`src/rtl/dtg_pkg.sv`:
```
package dtg_pkg;

    typedef enum logic [1:0] {
        SEG_SYNC  = 2'd0,
        SEG_BACK  = 2'd1,
        SEG_ACT   = 2'd2,
        SEG_FRONT = 2'd3
    } seg_e;

    typedef enum logic [1:0] {
        RUN_IDLE  = 2'd0,
        RUN_LIVE  = 2'd1,
        RUN_DRAIN = 2'd2
    } run_e;

endpackage

```
`src/rtl/dtg_clk_div.sv`:
```
module dtg_clk_div #(
    parameter int DIV_W = 8
) (
    input  logic             clk,
    input  logic             rst_n,
    input  logic [DIV_W-1:0] div_m1,
    output logic             tick,
    output logic             phase_hi
);

    logic [DIV_W-1:0] cnt;

    // wrap on >= so a ratio lowered mid-period recovers at once
    assign tick     = (cnt >= div_m1);
    assign phase_hi = (cnt > (div_m1 >> 1));

    always_ff @(posedge clk or negedge rst_n) begin
        if (!rst_n) begin
            cnt <= '0;
        end else if (tick) begin
            cnt <= '0;
        end else begin
            cnt <= cnt + 1'b1;
        end
    end

endmodule

```
`src/rtl/dtg_segment_seq.sv`:
```
module dtg_segment_seq
    import dtg_pkg::*;
#(
    parameter int CNT_W = 11
) (
    input  logic             clk,
    input  logic             rst_n,
    input  logic             step,
    input  logic [CNT_W-1:0] sync_m1,
    input  logic [CNT_W-1:0] back_m1,
    input  logic [CNT_W-1:0] act_m1,
    input  logic [CNT_W-1:0] front_m1,
    output seg_e             seg,
    output logic [CNT_W-1:0] pos,
    output logic             wrap
);

    seg_e             seg_nx;
    logic [CNT_W-1:0] cur_len;
    logic             seg_done;

    always_comb begin
        cur_len = sync_m1;
        seg_nx  = SEG_SYNC;
        unique case (seg)
            SEG_SYNC:  begin cur_len = sync_m1;  seg_nx = SEG_BACK;  end
            SEG_BACK:  begin cur_len = back_m1;  seg_nx = SEG_ACT;   end
            SEG_ACT:   begin cur_len = act_m1;   seg_nx = SEG_FRONT; end
            SEG_FRONT: begin cur_len = front_m1; seg_nx = SEG_SYNC;  end
            default:   begin cur_len = sync_m1;  seg_nx = SEG_SYNC;  end
        endcase
    end

    assign seg_done = (pos >= cur_len);
    assign wrap     = step && (seg == SEG_FRONT) && seg_done;

    always_ff @(posedge clk or negedge rst_n) begin
        if (!rst_n) begin
            seg <= SEG_SYNC;
            pos <= '0;
        end else if (step) begin
            if (seg_done) begin
                seg <= seg_nx;
                pos <= '0;
            end else begin
                pos <= pos + 1'b1;
            end
        end
    end

endmodule

```
`src/rtl/dtg_run_ctrl.sv`:
```
module dtg_run_ctrl
    import dtg_pkg::*;
(
    input  logic clk,
    input  logic rst_n,
    input  logic video_en,
    input  logic tick,
    input  logic frame_end,
    output logic live,
    output logic start
);

    run_e st, st_nx;

    always_ff @(posedge clk or negedge rst_n) begin
        if (!rst_n) begin
            st <= RUN_IDLE;
        end else begin
            st <= st_nx;
        end
    end

    always_comb begin
        st_nx = st;
        unique case (st)
            RUN_IDLE: begin
                if (video_en && tick) st_nx = RUN_LIVE;
            end
            RUN_LIVE: begin
                if (!video_en) st_nx = frame_end ? RUN_IDLE : RUN_DRAIN;
            end
            RUN_DRAIN: begin
                if (video_en)       st_nx = RUN_LIVE;
                else if (frame_end) st_nx = RUN_IDLE;
            end
            default: st_nx = RUN_IDLE;
        endcase
    end

    assign live  = (st != RUN_IDLE);
    assign start = (st == RUN_IDLE) && (st_nx == RUN_LIVE);

endmodule

```
`src/rtl/panel_timing_gen.sv`:
```
module panel_timing_gen
    import dtg_pkg::*;
#(
    parameter int CNT_W = 11,
    parameter int DIV_W = 8
) (
    input  logic             clk,
    input  logic             rst_n,
    input  logic             video_en,
    input  logic [DIV_W-1:0] div_m1,
    input  logic [CNT_W-1:0] hsw_m1,
    input  logic [CNT_W-1:0] hbp_m1,
    input  logic [CNT_W-1:0] hact_m1,
    input  logic [CNT_W-1:0] hfp_m1,
    input  logic [CNT_W-1:0] vsw_m1,
    input  logic [CNT_W-1:0] vbp_m1,
    input  logic [CNT_W-1:0] vact_m1,
    input  logic [CNT_W-1:0] vfp_m1,
    input  logic             inv_hsync,
    input  logic             inv_vsync,
    input  logic             inv_de,
    input  logic             inv_pclk,
    input  logic             irq_en,
    input  logic [1:0]       irq_sel,
    output logic             pclk,
    output logic             pix_ce,
    output logic             hsync,
    output logic             vsync,
    output logic             de,
    output logic [CNT_W-1:0] pix_x,
    output logic [CNT_W-1:0] pix_y,
    output logic             frame_irq
);

    localparam logic [CNT_W-1:0] POS_ZERO = '0;

    logic             tick, phase_hi;
    logic             live, start;
    logic             h_step, h_wrap, v_wrap;
    seg_e             h_seg, v_seg;
    logic [CNT_W-1:0] h_pos, v_pos;
    logic             moved;
    logic             at_point, in_active;

    dtg_clk_div #(.DIV_W(DIV_W)) u_div (
        .clk      (clk),
        .rst_n    (rst_n),
        .div_m1   (div_m1),
        .tick     (tick),
        .phase_hi (phase_hi)
    );

    assign h_step = tick && live;

    dtg_segment_seq #(.CNT_W(CNT_W)) u_hseq (
        .clk      (clk),
        .rst_n    (rst_n),
        .step     (h_step),
        .sync_m1  (hsw_m1),
        .back_m1  (hbp_m1),
        .act_m1   (hact_m1),
        .front_m1 (hfp_m1),
        .seg      (h_seg),
        .pos      (h_pos),
        .wrap     (h_wrap)
    );

    dtg_segment_seq #(.CNT_W(CNT_W)) u_vseq (
        .clk      (clk),
        .rst_n    (rst_n),
        .step     (h_wrap),
        .sync_m1  (vsw_m1),
        .back_m1  (vbp_m1),
        .act_m1   (vact_m1),
        .front_m1 (vfp_m1),
        .seg      (v_seg),
        .pos      (v_pos),
        .wrap     (v_wrap)
    );

    dtg_run_ctrl u_run (
        .clk       (clk),
        .rst_n     (rst_n),
        .video_en  (video_en),
        .tick      (tick),
        .frame_end (v_wrap),
        .live      (live),
        .start     (start)
    );

    // raster position changed at the last edge
    always_ff @(posedge clk or negedge rst_n) begin
        if (!rst_n) begin
            moved <= 1'b0;
        end else begin
            moved <= h_step || start;
        end
    end

    always_comb begin
        in_active = live && (h_seg == SEG_ACT) && (v_seg == SEG_ACT);
        at_point  = live && (v_seg == seg_e'(irq_sel)) && (v_pos == POS_ZERO)
                    && (h_seg == SEG_SYNC) && (h_pos == POS_ZERO);
        pclk      = phase_hi ^ inv_pclk;
        pix_ce    = tick;
        hsync     = (live && (h_seg == SEG_SYNC)) ^ inv_hsync;
        vsync     = (live && (v_seg == SEG_SYNC)) ^ inv_vsync;
        de        = in_active ^ inv_de;
        pix_x     = in_active ? h_pos : POS_ZERO;
        pix_y     = in_active ? v_pos : POS_ZERO;
        frame_irq = irq_en && moved && at_point;
    end

endmodule

```
`config.mk`:
```
export PLATFORM = sky130hd
export DESIGN_NAME = panel_timing_gen
export DESIGN_NICKNAME = d
export VERILOG_FILES = /design/src/rtl/dtg_pkg.sv /design/src/rtl/dtg_clk_div.sv /design/src/rtl/dtg_segment_seq.sv /design/src/rtl/dtg_run_ctrl.sv /design/src/rtl/panel_timing_gen.sv
export SDC_FILE = /design/constraint.sdc
export NUM_CORES = 1
export LEC_CHECK = 0
export ABC_AREA = 0
export BUFFER_PORTS_ARGS = -buffer_cell sky130_fd_sc_hd__buf_2
export CAP_MARGIN = 20
export CORE_MARGIN = 5
export CORE_UTILIZATION = 40
export DETAILED_ROUTE_END_ITERATION = 10
export HOLD_SLACK_MARGIN = 0.1
export PLACE_DENSITY = 0.68
export SETUP_SLACK_MARGIN = 0.02
export SLEW_MARGIN = 10
export SYNTH_ARGS = -nofsm -noshare
export SYNTH_HDL_FRONTEND = slang
export SYNTH_SLANG_ARGS = --single-unit
```
`constraint.sdc`:
```
create_clock -name clk -period 6 [get_ports clk]
set_clock_uncertainty 0.15 [all_clocks]
set_input_delay 1.2 -clock clk [delete_from_list [all_inputs] [get_ports clk]]
set_output_delay 1.2 -clock clk [all_outputs]
set_load 0.05 [all_outputs]
```
==> summary.txt <==
Logic synthesis
  • Synth Instances: 434
  • Synth top area cells: dfrtp_1, ha_1, a222oi_1
  • Post-synth EDFFs: 0
  • Top cell type's share of synthesized area: roughly 25%
  • Sequential area share after synthesis: 25.0%
  • Yosys reg bits: 37
  • Syn Area/Cell: about 8.5 um^2
  • Synth area leader: dfrtp_1
  • Post-Syn Area: between 0.003 and 0.004 mm^2
  • Dominant cell by count in the synthesized netlist: ha_1
  • Mapped Nets: 591
  • Synth Flop Type: dfrtp_1
  • Netlist cell types: 53
  • Yosys warnings: 0
  • Top cells by count, synth: ha_1, nand2_1, dfrtp_1
  • Async SR Flop Fraction: between 90% and 100%

Floorplan
  • FP Rows: 35
  • Starting Density: between 40% and 50%
  • Die Area: 0.0113 mm^2
  • Core area: 0.00915 mm^2
  • Die Ht: between 100 and 150 um
  • # IOs: 134
  • Die width: approximately 110 um

Finish
  • Area Growth Syn to Fin: 21.0%
  • Share of cells above drive strength 1: 29.7%
  • Final #Nets: between 700 and 800
  • Number of diodes: 0

Power
  • Peak VDD IR: ~0.000096 V
  • Internal power: 0.537 mW
  • Leak: 2.32 nW
  • Share of total power in sequential cells: a little under two fifths
  • Comb pwr share: a little over two fifths
  • Power per cell area: 199 mW/mm^2
  • NetSw: roughly 0.35 mW
  • Clock network fraction of total power: about a fifth
  • Switching Fraction: between 30% and 40%

Timing
  • Unrepaired setup endpoints after global routing: false
  • TNS Setup: 0 ns
  • Count of final hold-check violations: 0
  • Worst Tran Pin Value: around 0.84 ns
  • Pins Over Slew Limit: 0
  • Final period util: between 70% and 80%
  • Crit path time final: 4.44 ns
  • Fmax: 225 MHz
  • Worst-case headroom to the max-slew limit: a little over two fifths
  • Final setup violation count: 0
  • Final hold slack: between 0.3 and 0.4 ns

Global routing
  • GRT overflow: 0
  • Largest net degree at the start of global routing: 38
  • Vias in the first global route: roughly 3500
  • Initial antenna violation count: 0
  • First-pass GRT wire length: between 15000 and 20000 um
  • Total GRT Usage: between 10% and 20%

Placement
  • GPL Wtd Cong: 0.807
  • Port bufs: ~130
  • Hpwl dp: just over 8000 um

Critical path
  • Cell family with most CP delay: simple AND/OR/NAND/NOR gates
  • Most used cell along the critical path: buf_2
  • CP arrival: between 3 and 4 ns
  • Worst-path fanout max: 2
  • CP Cell Sequence: buf_2 > inv_1 > ha_1 > nor2b_1 > o21a_1 > o21ai_0 > a211o_1 > or4b_1 > nand3_1 > buf_2
  • Nature of the critical path startpoint: primary input
  • Worst Path Required: about 4.7 ns
  • Worst Setup End Kind: primary output
  • Slowest cell on the critical path: or4b_1
  • CP peak stage delay: slightly above 0.5 ns
  • Critical path class: primary input to primary output
  • Number of buffers and inverters on the critical path: 3

Clock network
  • Root buffer cell: clkbuf_8
  • Clock Sinks: 37
  • CTS tree: done
  • Total CTS buffers: 5
  • Postcts setup bufs: 0
  • Htree depth: 2
  • Post_cts resized: 0
  • Clock Tree Buf Depth: 2
  • Clock Latency Late Sink: around 0.3 ns
  • Clock transition at the registers of the reported paths: approximately 0.08 ns
  • Hold Buf Count CTS: 0

Route
  • Total routed wirelength: 10200 um
  • Final ANT Viol Nets: 0
  • Vias: around 3700
  • Drt via density: between 5 and 6
  • Drt first pass iters: 9
  • DRC viols: 0
  • DR WL/cell: about 15 um
  • DRT iter0 DRCs: between 200 and 250

Outcome
  • Status: complete, no violations

Flow run
  • Max Cap Viol: 0

Hold path
  • HP Class: flip-flop to flip-flop
[layout by cell type, fill, tap and decap left out, types with 3 or more instances in the layout]
cell      instances
a211o_1           8
a21oi_1          13
a222oi_1         22
a22o_1           16
and2_1           25
and3_1           12
buf_2           133
clkbuf_8          5
dfrtp_1          37
ha_1             51
inv_1            22
nand2_1          42
nand3_1          16
nand4_1           5
nor2_1           30
nor2b_1          12
nor3_1            4
nor4_1            6
o21a_1            4
o21ai_0          31
o21ai_1           3
o21ai_2           9
xnor2_1           6
xor2_1            5
[area by class of cell]
class	instances	area, um^2
tap	111	139
clock inverter	3	17.5
inverter	22	82.6
multi-input combinational	355	2580
clock buffer	5	68.8
timing repair buffer	133	666
sequential	37	926
fill	890	4670
[stage by stage]
stage               area (um^2)  setup WS [ns]  power, mW  instances  util [%]
global route               4480           1.46      0.962        666      49.0
CTS                        4480           1.55      0.898        666      49.0
detailed placement         4400           1.56      0.719        658      48.0
finish                     4480           1.56      0.890        666      49.0
floorplan                  3700           1.65      0.606        434         -
global placement           4400           1.64      0.702        658      48.0
[power by group through the flow]
stage                     combinational [mW]  sequential [mW]  clock, mW
after floorplan                        0.279            0.327          0
after global placement                 0.358            0.343          0
after detailed placement               0.375            0.345          0
after CTS                              0.377            0.340      0.181
after global routing                   0.425            0.347      0.190
final                                  0.373            0.340      0.178
[registers in the layout (all words and copies together) (netlist names)]
signal / cells
moved: 1
u_run.st: 2
u_vseq.seg: 2
u_hseq.seg: 2
u_vseq.pos: 11
u_div.cnt: 8
u_hseq.pos: 11
[logic make-up (layout without fill, tap and decap cells)]
| group | count (synthesis) | count (layout) | share of synthesized area, % |
|---|---|---|---|
| adder cells (fa/ha/maj) | 51 | 51 | 17.2 |
| buffers and inverters | 42 | 163 | 5.24 |
| AO/OA/AOI/OAI | 116 | 116 | 23.8 |
| multiplexers | 6 | 6 | 1.76 |
| flip-flops | 37 | 37 | 25.0 |
| AND/OR/NAND/NOR | 171 | 171 | 24.4 |
| XOR/XNOR | 11 | 11 | 2.60 |
[per-layer routing]
layer,GRT usage (%),up-vias,share of wire (%)
li1,-,1853,-
met1,21.5,1706,41
met2,31.9,128,51
met3,2.49,12,6.2
met4,5.46,0,1.4
met5,0,-,0
[path summary, 6_finish.rpt]
check	from	end	slack, ns	cells after the start
setup reg to reg	u_vseq.seg[0]$_DFFE_PN0P_	u_vseq.pos[0]$_DFFE_PN0P_	2.56	10
setup / recovery	div_m1[2]	pclk	1.56	10
hold reg to reg	u_div.cnt[0]$_DFF_PN0_	u_div.cnt[0]$_DFF_PN0_	0.37	1
min in group asynchronous	rst_n	u_vseq.pos[9]$_DFFE_PN0P_	0.85	1
hold / removal	u_div.cnt[0]$_DFF_PN0_	u_div.cnt[0]$_DFF_PN0_	0.37	1
max in group asynchronous	rst_n	u_div.cnt[7]$_DFF_PN0_	4.32	1
No activity file was read; power rests on OpenSTA's default activity.
